===== config.mk =====
export PLATFORM = sky130hd
export DESIGN_NAME = ip_reg_mode
export DESIGN_NICKNAME = d
export VERILOG_FILES = /design/src/rtl/ipr_pkg.sv /design/src/rtl/ipr_size_decode.sv /design/src/rtl/ipr_write_merge.sv /design/src/rtl/ipr_store.sv /design/src/rtl/ipr_read_view.sv /design/src/rtl/ip_reg_mode.sv
export SDC_FILE = /design/constraint.sdc
export NUM_CORES = 1
export LEC_CHECK = 0
export BUFFER_PORTS_ARGS = -buffer_cell sky130_fd_sc_hd__buf_2
export CAP_MARGIN = 5
export CORE_MARGIN = 10
export CORE_UTILIZATION = 40
export CTS_BUF_LIST = sky130_fd_sc_hd__clkbuf_4 sky130_fd_sc_hd__clkbuf_8
export DETAILED_ROUTE_END_ITERATION = 12
export GPL_TIMING_DRIVEN = 0
export HOLD_SLACK_MARGIN = 0.06
export PLACE_DENSITY = 0.82
export SETUP_SLACK_MARGIN = 0.3
export SYNTH_ARGS = -nofsm -noshare
export SYNTH_HDL_FRONTEND = slang
export SYNTH_SLANG_ARGS = --single-unit

===== constraint.sdc =====
create_clock -name clk -period 1.94 [get_ports clk]
set_clock_uncertainty 0.2 [all_clocks]
set_input_delay 0.097 -clock clk [delete_from_list [all_inputs] [get_ports clk]]
set_output_delay 0.097 -clock clk [all_outputs]
set_load 0.005 [all_outputs]

===== src/rtl/ipr_pkg.sv =====
package ipr_pkg;

   localparam int unsigned MODE_W = 3;

   localparam logic [MODE_W-1:0] MODE_LONG   = 3'd0;
   localparam logic [MODE_W-1:0] MODE_COMPAT = 3'd1;

   // How a write is applied to the stored pointer
   typedef enum logic [1:0] {
      WS_IGNORE = 2'd0,
      WS_FULL   = 2'd1,
      WS_WIDE   = 2'd2,
      WS_SHORT  = 2'd3
   } ipr_wsize_e;

endpackage


===== src/rtl/ipr_size_decode.sv =====
module ipr_size_decode
   import ipr_pkg::*;
(
   input  logic [MODE_W-1:0] mode_code,
   input  logic              cs_d,
   output ipr_wsize_e        wsize
);

   always_comb begin
      if (mode_code == MODE_LONG) begin
         wsize = WS_FULL;
      end else if (mode_code == MODE_COMPAT) begin
         wsize = cs_d ? WS_WIDE : WS_SHORT;
      end else begin
         wsize = WS_IGNORE;
      end
   end

endmodule


===== src/rtl/ipr_write_merge.sv =====
module ipr_write_merge
   import ipr_pkg::*;
#(
   parameter int unsigned PTR_W   = 48,
   parameter int unsigned WIDE_W  = 32,
   parameter int unsigned SHORT_W = 16
) (
   input  logic [PTR_W-1:0] ip_cur,
   input  logic [PTR_W-1:0] wr_value,
   input  ipr_wsize_e       wsize,
   output logic [PTR_W-1:0] ip_next
);

   localparam int unsigned WIDE_HI  = PTR_W - WIDE_W;
   localparam int unsigned SHORT_HI = PTR_W - SHORT_W;
   localparam logic [PTR_W-1:0] WIDE_MASK  = {{WIDE_HI{1'b0}}, {WIDE_W{1'b1}}};
   localparam logic [PTR_W-1:0] SHORT_MASK = {{SHORT_HI{1'b0}}, {SHORT_W{1'b1}}};

   if (!(SHORT_W < WIDE_W && WIDE_W < PTR_W)) begin : g_bad_widths
      $error("ipr_write_merge: need SHORT_W < WIDE_W < PTR_W");
   end

   always_comb begin
      unique case (wsize)
         WS_FULL:  ip_next = wr_value;
         WS_WIDE:  ip_next = wr_value & WIDE_MASK;
         WS_SHORT: ip_next = (ip_cur & ~SHORT_MASK) | (wr_value & SHORT_MASK);
         default:  ip_next = ip_cur;
      endcase
   end

endmodule


===== src/rtl/ipr_store.sv =====
module ipr_store #(
   parameter int unsigned     PTR_W     = 48,
   parameter logic [PTR_W-1:0] RESET_VEC = '0
) (
   input  logic             clk,
   input  logic             rst,
   input  logic             wr_en,
   input  logic [PTR_W-1:0] ip_next,
   output logic [PTR_W-1:0] ip_q
);

   always_ff @(posedge clk) begin
      if (rst) begin
         ip_q <= RESET_VEC;
      end else if (wr_en) begin
         ip_q <= ip_next;
      end
   end


   reset_load_chk: assert property (@(posedge clk)
      rst |=> (ip_q == RESET_VEC));


   hold_when_idle_chk: assert property (@(posedge clk) disable iff (rst)
      !wr_en |=> (ip_q == $past(ip_q)));

endmodule


===== src/rtl/ipr_read_view.sv =====
module ipr_read_view
   import ipr_pkg::*;
#(
   parameter int unsigned PTR_W   = 48,
   parameter int unsigned WIDE_W  = 32,
   parameter int unsigned SHORT_W = 16,
   parameter int unsigned VIEW_W  = 64
) (
   input  logic              clk,
   input  logic              rst,
   input  logic [PTR_W-1:0]  ip,
   input  ipr_wsize_e        wsize,
   output logic [VIEW_W-1:0] view
);

   localparam int unsigned EXT_W = VIEW_W - PTR_W;

   logic [VIEW_W-1:0] full_view;

   if (VIEW_W < PTR_W || VIEW_W <= WIDE_W) begin : g_bad_view
      $error("ipr_read_view: VIEW_W must cover the pointer");
   end

   if (EXT_W > 0) begin : g_sext
      assign full_view = {{EXT_W{ip[PTR_W-1]}}, ip};
   end else begin : g_plain
      assign full_view = ip;
   end

   always_comb begin
      unique case (wsize)
         WS_WIDE:  view = {{(VIEW_W-WIDE_W){1'b0}}, ip[WIDE_W-1:0]};
         WS_SHORT: view = {{(VIEW_W-SHORT_W){1'b0}}, ip[SHORT_W-1:0]};
         default:  view = full_view;
      endcase
   end


   full_view_sext_chk: assert property (@(posedge clk) disable iff (rst)
      (wsize == WS_FULL || wsize == WS_IGNORE) |->
         (view[PTR_W-1:0] == ip && view[VIEW_W-1:PTR_W-1] == {(EXT_W+1){ip[PTR_W-1]}}));


   wide_view_zext_chk: assert property (@(posedge clk) disable iff (rst)
      (wsize == WS_WIDE) |->
         (view[WIDE_W-1:0] == ip[WIDE_W-1:0] && view[VIEW_W-1:WIDE_W] == '0));


   short_view_zext_chk: assert property (@(posedge clk) disable iff (rst)
      (wsize == WS_SHORT) |->
         (view[SHORT_W-1:0] == ip[SHORT_W-1:0] && view[VIEW_W-1:SHORT_W] == '0));

endmodule


===== src/rtl/ip_reg_mode.sv =====
module ip_reg_mode
   import ipr_pkg::*;
#(
   parameter int unsigned      PTR_W     = 48,
   parameter int unsigned      WIDE_W    = 32,
   parameter int unsigned      SHORT_W   = 16,
   parameter int unsigned      VIEW_W    = 64,
   parameter logic [PTR_W-1:0] RESET_VEC = '0
) (
   input  logic              clk,
   input  logic              rst,
   input  logic [MODE_W-1:0] mode_code,
   input  logic              cs_d,
   input  logic              wr_en,
   input  logic [PTR_W-1:0]  wr_value,
   output logic [PTR_W-1:0]  ip_full,
   output logic [VIEW_W-1:0] ip_view
);

   ipr_wsize_e       wsize;
   logic [PTR_W-1:0] ip_next;
   logic [PTR_W-1:0] ip_q;

   ipr_size_decode u_decode (
      .mode_code (mode_code),
      .cs_d      (cs_d),
      .wsize     (wsize)
   );

   ipr_write_merge #(
      .PTR_W   (PTR_W),
      .WIDE_W  (WIDE_W),
      .SHORT_W (SHORT_W)
   ) u_merge (
      .ip_cur   (ip_q),
      .wr_value (wr_value),
      .wsize    (wsize),
      .ip_next  (ip_next)
   );

   ipr_store #(
      .PTR_W     (PTR_W),
      .RESET_VEC (RESET_VEC)
   ) u_store (
      .clk     (clk),
      .rst     (rst),
      .wr_en   (wr_en),
      .ip_next (ip_next),
      .ip_q    (ip_q)
   );

   ipr_read_view #(
      .PTR_W   (PTR_W),
      .WIDE_W  (WIDE_W),
      .SHORT_W (SHORT_W),
      .VIEW_W  (VIEW_W)
   ) u_view (
      .clk   (clk),
      .rst   (rst),
      .ip    (ip_q),
      .wsize (wsize),
      .view  (ip_view)
   );

   assign ip_full = ip_q;


   long_write_chk: assert property (@(posedge clk) disable iff (rst)
      (wr_en && mode_code == MODE_LONG) |=> (ip_full == $past(wr_value)));


   wide_write_chk: assert property (@(posedge clk) disable iff (rst)
      (wr_en && mode_code == MODE_COMPAT && cs_d) |=>
         (ip_full[PTR_W-1:WIDE_W] == '0 && ip_full[WIDE_W-1:0] == $past(wr_value[WIDE_W-1:0])));


   short_write_chk: assert property (@(posedge clk) disable iff (rst)
      (wr_en && mode_code == MODE_COMPAT && !cs_d) |=>
         (ip_full[PTR_W-1:SHORT_W] == $past(ip_full[PTR_W-1:SHORT_W]) &&
          ip_full[SHORT_W-1:0] == $past(wr_value[SHORT_W-1:0])));


   ignored_mode_chk: assert property (@(posedge clk) disable iff (rst)
      (wr_en && mode_code != MODE_LONG && mode_code != MODE_COMPAT) |=>
         (ip_full == $past(ip_full)));

endmodule


After elaboration in Yosys (flattened, before gate mapping)
Index checks and enable logic that the tools add are counted.
{"block": "op_classes", "eq_ne": 4, "mux": 5, "bitwise": 1, "n_reduce_logical": 3}
{"op": "$pmux 48 s3", "n": 1}
{"op": "$pmux 64 s2", "n": 1}
{"op": "$or 48x16->48", "n": 1}
{"op": "$eq 2x2->1 const B", "n": 2}
{"op": "$mux 2", "n": 2}
{"op": "$eq 3x1->1 const B", "n": 1}
{"op": "$logic_not 3->1", "n": 1}
{"op": "$reduce_bool 3->1", "n": 1}
{"op": "$eq 2x1->1 const B", "n": 1}
{"op": "$reduce_and 2->1", "n": 1}
{"op": "$mux 1", "n": 1}
{"block": "totals", "regBits": 48, "input_bits": 55, "output_inout_bits": 112}

Depth between registers and ports, before layout
Gate-level depths: netlist of the first run.
{"block": "logic_depth", "depth_word": 6, "mapped_depth": 5}

Hierarchy
Synthesis of the first run repeated with hierarchy kept, for this count alone.
{"block": "hier_totals", "hier_cells": 300, "hier_area_um2": 3062.9}
{"module": "ipr_store", "n_inst": 1, "cells_per_inst": 155, "area_each_um2": 1729.2}
{"module": "ipr_write_merge", "n_inst": 1, "cells_per_inst": 75, "area_each_um2": 807.0}
{"module": "ipr_read_view", "n_inst": 1, "cells_per_inst": 68, "area_each_um2": 501.7}
{"module": "ipr_size_decode", "n_inst": 1, "cells_per_inst": 2, "area_each_um2": 25.0}

Worst setup path after synthesis of the first run
Ideal clock, no wire load.
{"block": "synth_path", "path_type": "input-to-output", "startpoint": "input mode_code[0]", "endpoint": "output ip_view[48]", "arrival_time_ps": 1356, "required_ps": 1643, "setup_slack_ps": 287, "path_stages": 4, "n_path_buf": 2, "cell_sequence": "nor3b_1 clkbuf_1 nor2b_1 buf_4"}
{"block": "synth_between", "elab_chain_len": 5, "elab_cells_between_ends": 7, "cone_classes": "eq/ne (3); mux (3); reduce/logical (1)"}
{"item": "start: declaration", "line": "ip_reg_mode.sv:12", "source": "input logic [MODE_W-1:0] mode_code,"}
{"item": "$eq 3x1->1", "line": "ipr_size_decode.sv:12", "source": "end else if (mode_code == MODE_COMPAT) begin"}
{"item": "$mux 2", "line": "ipr_size_decode.sv:12"}
{"item": "$mux 2 *", "line": "ipr_size_decode.sv:10", "source": "if (mode_code == MODE_LONG) begin"}
{"item": "$eq 2x2->1", "line": "ipr_read_view.sv:31", "source": "unique case (wsize)"}
{"item": "$pmux 64 s2 *", "line": "ipr_read_view.sv:31"}
{"item": "end: declaration", "line": "ip_reg_mode.sv:17", "source": "output logic [VIEW_W-1:0] ip_view"}
Every way passes the cells marked *; elsewhere a longest branch is shown, timed or not.

Worst setup path in the final report of the first run
{"block": "layout_path", "startpoint": "input cs_d", "endpoint": "output ip_view[17]"}
{"block": "layout_between", "elab_chain_len": 5, "elab_cells_between_ends": 6, "cone_classes": "eq/ne (2); mux (4)"}
{"item": "start: declaration", "line": "ip_reg_mode.sv:13", "source": "input logic cs_d,"}
{"item": "$mux 1 *", "line": "ipr_size_decode.sv:13", "source": "wsize = cs_d ? WS_WIDE : WS_SHORT;"}
{"item": "$mux 2 *", "line": "ipr_size_decode.sv:12"}
{"item": "$mux 2 *", "line": "ipr_size_decode.sv:10"}
{"item": "$eq 2x2->1", "line": "ipr_read_view.sv:31"}
{"item": "$pmux 64 s2 *", "line": "ipr_read_view.sv:31"}
Marks and branches as above.

==> run metrics, run 1 <==
Req. time, crit path=1640 ps; Post-DP HPWL=between 6000 and 7000 µm; Biggest register=u_store.ip_q; Synth Instances=250; DRT Wirelength=8720 µm; H-tree Lvls=2; Worst EP arrival=1260 ps; crit-path max cell delay=between 200 and 300 ps; Cell Chain, Critical Path=buf_2 -> nand2b_1 -> buf_2 -> nor3_4 -> buf_4 -> and2b_1 -> buf_2; Yosys Warn Count=0; Leak=2.09 nW; total gr overflow=0; CP max-delay cell=nor3_4; Hold Crit Class=in -> reg; met2 routed WL=4640 µm; Initial Utilization=0.408; sequential element share of the synthesized area=0.433; count of final setup violators=0; GP Congestion=0.788; Reg clk slew, reported paths=90 ps; Total Nets Final=532; first-pass GRT wire length=13,200 µm; num ports=about 170; Worst Hold End=u_store.ip_q[16]; Synth cell types=16; fin area=0.00381 mm²; clock tree from TritonCTS=built; critical path's most frequent cell=buf_2; largest net degree at the start of global routing=14; outcome=finished clean; Die H=around 94 µm; Worst setup EP type=primary output; top flop regs=u_store.ip_q: 48 flops; DIE WIDTH=~94 µm; wire per inst=approximately 16 µm; Netlist Area Pre-Place=0.00222 mm²; WHS Path Cells=5; Area after DPL=0.00314 mm²; Avg Synthesized Cell Area=8.88 µm²; area leader, netlist=dfxtp_1; M1 WL=3330 µm; r2r setup slk=920 ps; Site Rows=27; area delta synth->final=71.9%; violation count after the first detailed-route iteration=89; Residual DRC=0; minimum clock period=1560 ps; Levels on crit path=7; layout cells sized above 1=0.500; period utilization=0.804; Worst R2R End=u_store.ip_q[21]; number of global-route vias before repair=2,569; die area=0.00893 mm²; WP buf/inv=4; Hold Startpoint=cs_d; Worst R2R Start=u_store.ip_q[21]; Pre-antenna DRT Iters=4; Max transition margin=0.676; cell count of the worst reg-to-reg path=2; most frequent cell after synthesis=dfxtp_1; Via Count=2,544; antenna violations before repair=0; CTS Root Cell=clkbuf_8; crit-path max FO=7; DR top layer=met4; CTS sink count=48; routed vias/inst=around 4.6; #FFs+latches synth=48; clk_lat worst skew=290 ps; Slew Viols, Final=0; Overall Power=roughly 2.0 mW; CP Class=in -> out; port buffer count=165; CP startpoint kind=primary input; Max Clk Rate=641 MHz; power per cell area=533 mW/mm²; leading post-synthesis cells by cell area=dfxtp_1, buf_4, a21oi_1; CTS Buf Count=5; worst slew pin tran=approximately 490 ps; remaining antenna violation count after routing=0; ys async rst share=0; core box area=0.00544 mm²; Overall Global Routing Usage=0.181; delay-heaviest family, CP=buffers and inverters; total length of routed met3 wires=633 µm; final hold vios=0; RSZ-0062 raised after global routing=true; post-synth net total=305; Max clock buf depth=2; Synth Flop Type=dfxtp_1; max reg flops=48; TNS Setup=0 ps; commonest cells in the netlist=dfxtp_1, a21oi_1, buf_4; area share of the largest cell type after synthesis=0.433; max-cap check violation count=0; Post-synth EDFFs=0; Worst IR Drop VDD=roughly 350 µV
[per-layer routing]
layer / vias to the layer above / global-route usage
met1: 1173 / 0.187
li1: 1268 / -
met4: 0 / 0.0511
met2: 94 / 0.341
met3: 9 / 0.0571
met5: - / 0
[worst register-to-register path, delay by kind of cell (launching register included)]
| kind | cells | cell delay, ps |
|---|---|---|
| AO/OA/AOI/OAI | 2 | 390 |
| flip-flops | 1 | 360 |
[how the worst max path moves through the flow]
stage | startpoint | endpoint
after floorplan | mode_code[1] | ip_view[48]
after global placement | cs_d | ip_view[16]
after detailed placement | cs_d | ip_view[16]
after CTS | cs_d | ip_view[16]
after global routing | cs_d | ip_view[29]
final | cs_d | ip_view[17]
[metrics by stage]
stage	utilization	hold WS, ps	worst slack, ps	std cells
after floorplan	-	29.6	429	250
after global placement	0.577	113	-422	487
after detailed placement	0.577	117	-392	487
after CTS	0.700	193	298	550
after global routing	0.701	235	300	550
final	0.701	197	380	551
[power by group]
| group | internal [mW] | leakage, nW | switching [mW] | total, mW |
|---|---|---|---|---|
| Sequential | 1.01 | 0.389 | 0.0196 | 1.03 |
| Combinational | 0.213 | 1.65 | 0.151 | 0.364 |
| Clock | 0.319 | 0.0523 | 0.317 | 0.636 |
[kinds of logic after synthesis]
kind of cell,after synthesis,share of synthesized area
compound gates,65,0.210
flops,48,0.433
buf+inv,51,0.145
simple gates,86,0.212
[what timing repair did]
item | in CTS | in global routing
endpoints found under the setup margin | 43 | 7
setup buffers | 5 | 0
hold buffers | 50 | 0
hold endpoints to repair | 48 | 0
resized for setup | 9 | 2
pin swaps | 2 | 0
cloned | 0 | 0
[layout make-up]
class	instances	area [µm²]
Sequential cell	48	961
Clock buffer	8	97.6
Multi-Input combinational cell	151	966
Buffer	51	334
Antenna cell	1	2.50
Tap cell	72	90.1
Fill cell	439	1620
Timing Repair Buffer	220	1360
[cells in the final DEF (no fill, tap or decap), drive strengths merged]
cell and count:
a21bo 16, dfxtp 48, nand2b 1, nand2 32
buf 210, nor3 2, a22o 16, nor2b 17
or3b 1, nor3b 2, a21oi 33, dlygate4sd3 50
nand3 16, and2b 15, clkbuf 19, diode 1
No activity file was read; power rests on OpenSTA's default activity.
==> inputs of run 2 (changes only) <==
CORE_UTILIZATION = 37   (was 40)
PLACE_DENSITY = 0.8   (was 0.82)
clock period = 1.4 ns   (was 1.94 ns; I/O delays follow)
==> run 2 against run 1 <==
Global-route usage is 1.8 points higher. The run now ends with negative setup slack left. Core utilization is 13 points higher. Power increased by 54%. Die area rose by 6.4%. Design area is 29% higher. Clock power rose by 52%. Worst setup slack lost 470 ps. Combinational power is 100% higher. Wire length increased by 33%.
==> run metrics, run 2 (synthesized netlist as in run 1, its figures left out) <==
outcome=finished with violations; failing checks=negative setup slack; top flop regs=u_store.ip_q: 48 flops; antenna violations before repair=0; period utilization=1.07; total gr overflow=0; worst slew pin tran=around 660 ps; wire per inst=19.9 µm; Post-DP HPWL=6080 µm; GP Congestion=0.755; core box area=0.00589 mm²; RSZ-0062 raised after global routing=true; Placed Cells incl. Taps=490; Worst EP arrival=1220 ps; clock tree from TritonCTS=built; Worst IR Drop VDD=roughly 570 µV; Residual DRC=0; most common cell after layout, fill and taps aside=buf_2; H-tree Lvls=2; r2r setup slk=210 ps; Total Nets Final=565; CTS sink count=between 40 and 50; die area=0.00950 mm²; Hold Crit Class=in -> reg; WHS Path Cells=3; routed vias/inst=4.85; Max transition margin=0.557; Initial Utilization=0.377; number of global-route vias before repair=2,839; crit-path max cell delay=350 ps; port buffer count=roughly 170; final hold vios=0; Req. time, crit path=1130 ps; layout cells sized above 1=0.692; final hold slack=roughly 110 ps; Cell Chain, Critical Path=nor2b_4 -> buf_12 -> buf_4 -> buf_4; count of final setup violators=17; CTS Root Cell=clkbuf_8; num ports=around 170; final setup margin=-93.3 ps; DRT Wirelength=11,600 µm; most frequent cells in the layout=buf_2, buf_6, dlygate4sd3_1; fillers=292; DIE WIDTH=97.5 µm; Overall Global Routing Usage=0.199; Worst setup EP type=primary output; crit-path max FO=12; area delta synth->final=121%; clk_lat worst skew=290 ps; power per cell area=639 mW/mm²; largest net degree at the start of global routing=14; Biggest register=u_store.ip_q; max-cap check violation count=0; diode count=0; CP Class=reg -> out; minimum clock period=around 1500 ps; Max Clk Rate=670 MHz; CP startpoint kind=register; Site Rows=28; Reg clk slew, reported paths=roughly 80 ps; Slew Viols, Final=0; critical path's most frequent cell=buf_4; Pre-antenna DRT Iters=4; setup slack at placement=-215 ps; remaining antenna violation count after routing=0; max reg flops=48; CP max-delay cell=dfxtp_2; Die H=97.5 µm; cell count of the worst reg-to-reg path=4; first-pass GRT wire length=about 16,000 µm; CTS Buf Count=5; Max clock buf depth=2; violation count after the first detailed-route iteration=85; Leak=2.47 nW; Via Count=2,832; Final Util=0.835; Non-Filler Instances=584
-- run 2: timing repair --
action / in CTS / in global routing
resized for setup: 104 / 95
setup endpoints to repair: 110 / 109
hold buffers: 48 / 1
pin swaps: 14 / 33
buffers inserted: 18 / 17
cloned: 4 / 0
hold endpoints to repair: 48 / 2
-- run 2: critical path: cells and delay by family, from the launching register on --
family / cells / cell delay, ps
flops: 1 / 350
simple gates: 1 / 210
buf+inv: 3 / 380
-- run 2: worst paths after layout --
| check | startpoint | end |
|---|---|---|
| setup / recovery | u_store.ip_q[47] | ip_view[48] |
| hold / removal | rst | u_store.ip_q[36] |
| setup reg to reg | u_store.ip_q[47] | u_store.ip_q[47] |
| hold reg to reg | u_store.ip_q[11] | u_store.ip_q[11] |
-- run 2: per-stage QoR --
stage / power (mW) / TNS (ps) / instance area [µm²]
floorplan: 1.66 / 0 / 2360
global placement: 1.85 / -7380 / 3280
detailed placement: 1.86 / -8490 / 3280
CTS: 3.01 / -54.6 / 4470
global route: 3.25 / -1620 / 4910
finish: 3.14 / -977 / 4910
-- run 2: layer usage --
metal / GRT usage / share of wire
met1: 0.199 / 0.36
met2: 0.376 / 0.54
met4: 0.0559 / 0.027
met3: 0.0697 / 0.068
met5: 0 / 0
-- run 2: cell type report --
class                           count  area (µm²)  area share
Clock inverter                      1        30.0     0.00611
Buffer                             51         531       0.108
Multi-Input combinational cell    151        1210       0.246
Timing Repair Buffer              253        1960       0.399
Tap cell                           75        93.8      0.0191
Clock buffer                        5        68.8      0.0140
Sequential cell                    48        1020       0.207
-- run 2: power by group --
part,switching [mW],internal (mW),total [mW]
Sequential,0.0364,1.40,1.43
Combinational,0.293,0.448,0.741
Clock,0.452,0.514,0.966
Total,0.782,2.36,3.14
==> inputs of run 3 (changes only) <==
REMOVE_ABC_BUFFERS = 1   (was unset)
==> run 3 against run 2 <==
The flow finishes with violations (negative hold slack). Flip-flop and latch count did not move. Final cell count fell by 9.2%. Critical path depth rose by 3.
==> run metrics, run 3 (synthesized netlist as in run 1, its figures left out) <==
outcome=finished with violations; failing checks=negative hold slack; Reg clk slew, reported paths=around 90 ps; Worst IR Drop VDD=393 µV; max reg flops=48; multi-input logic area=0.00108 mm²; count of final setup violators=0; top flop regs=u_store.ip_q: 48 flops; layout cells sized above 1=0.598; Initial Utilization=0.377; Total Nets Final=509; TNS Setup=0 ps; die area=0.00950 mm²; clk_lat worst skew=300 ps; number of global-route vias before repair=2,672; H-tree Lvls=2; Hold Crit Class=in -> reg; largest net degree at the start of global routing=35; final hold slack=-9.41 ps; DRT Wirelength=roughly 9500 µm; Die H=97.5 µm; Via Count=approximately 2,500; antenna violations before repair=0; register area=about 0.0010 mm²; Biggest register=u_store.ip_q; crit-path max FO=7; CP Class=in -> out; Pre-antenna DRT Iters=4; DIE WIDTH=97.5 µm; clock tree from TritonCTS=built; Max transition margin=0.691; power per cell area=roughly 730 mW/mm²; Final Util=0.698; CP startpoint kind=primary input; fillers=424; most common cell after layout, fill and taps aside=buf_2; max-cap check violation count=0; Residual DRC=0; violation count after the first detailed-route iteration=90; WHS Path Cells=2; Overall Power=3.01 mW; Req. time, crit path=~1100 ps; final setup margin=59.2 ps; cell count of the worst reg-to-reg path=4; GP Congestion=0.728; CTS Hold Buffers Added=48; remaining antenna violation count after routing=0; Max clock buf depth=2; Overall Global Routing Usage=0.177; period utilization=0.958; fin area=0.00411 mm²; core box area=0.00589 mm²; setup slack at placement=-1270 ps; area delta synth->final=85.1%; final hold vios=3; worst slew pin tran=around 460 ps; routed vias/inst=4.76; port buffer count=166; num ports=167; Leak=approximately 2.1 nW; CTS Root Cell=clkbuf_8; total gr overflow=0; wire per inst=17.8 µm; Worst setup EP type=primary output; CTS sink count=48; CTS Buf Count=5; Slew Viols, Final=0; first-pass GRT wire length=roughly 14,000 µm; diode count=0; Area after DPL=about 0.0029 mm²; Max Clk Rate=746 MHz; minimum clock period=1340 ps; RSZ-0062 raised after global routing=true; Site Rows=28; Worst EP arrival=1070 ps; most frequent cells in the layout=buf_2, dlygate4sd3_1, nand2_1; Post-DP HPWL=~5400 µm
## run 3: cell type report
type                       instances  share of cell area
timing repair buffer             245               0.443
multi-input combinational        154               0.263
tap                               75              0.0228
clock buffer                       5              0.0168
clock inverter                     3              0.0104
sequential                        48               0.244
## run 3: layer usage
layer / GRT usage / wire, µm / part of all wire
met3: 0.0882 / 1010 / 0.11
met5: 0 / 0 / 0
met1: 0.183 / 3630 / 0.38
met2: 0.312 / 4700 / 0.50
met4: 0.0447 / 113 / 0.012
## run 3: worst max-delay path, cell delays in order
cell	delay [ps]
buf_8	100
nand2b_4	140
nor3_4	200
buf_6	140
clkbuf_16	130
and2b_1	170
buf_2	120
## run 3: path summary, 6_finish.rpt
path | start | end | slack (ps)
min | rst | u_store.ip_q[23] | -9
max | cs_d | ip_view[16] | 60
min reg2reg | u_store.ip_q[8] | u_store.ip_q[8] | 270
max reg2reg | u_store.ip_q[25] | u_store.ip_q[25] | 290
## run 3: what timing repair did
action                                 4_1_cts  5_1_grt
endpoints found under the hold margin       48       31
pin swaps                                   15       12
buffers inserted                            20        5
cloned                                       5        1
setup endpoints to repair                   96       96
resized for setup                           48       47
## run 3: report_power, final
group	leakage (nW)	switching, mW	internal (mW)
Combinational	1.65	0.234	0.344
Clock	0.0541	0.473	0.529
Sequential	0.404	0.0282	1.40
Total	2.11	0.735	2.28
## run 3: stage by stage
stage	hold WS, ps	std cells
after global routing	5.33	530
after global placement	86.2	440
final	-9.41	530
after floorplan	-60.9	199
after CTS	-20.5	524
after detailed placement	94.4	443
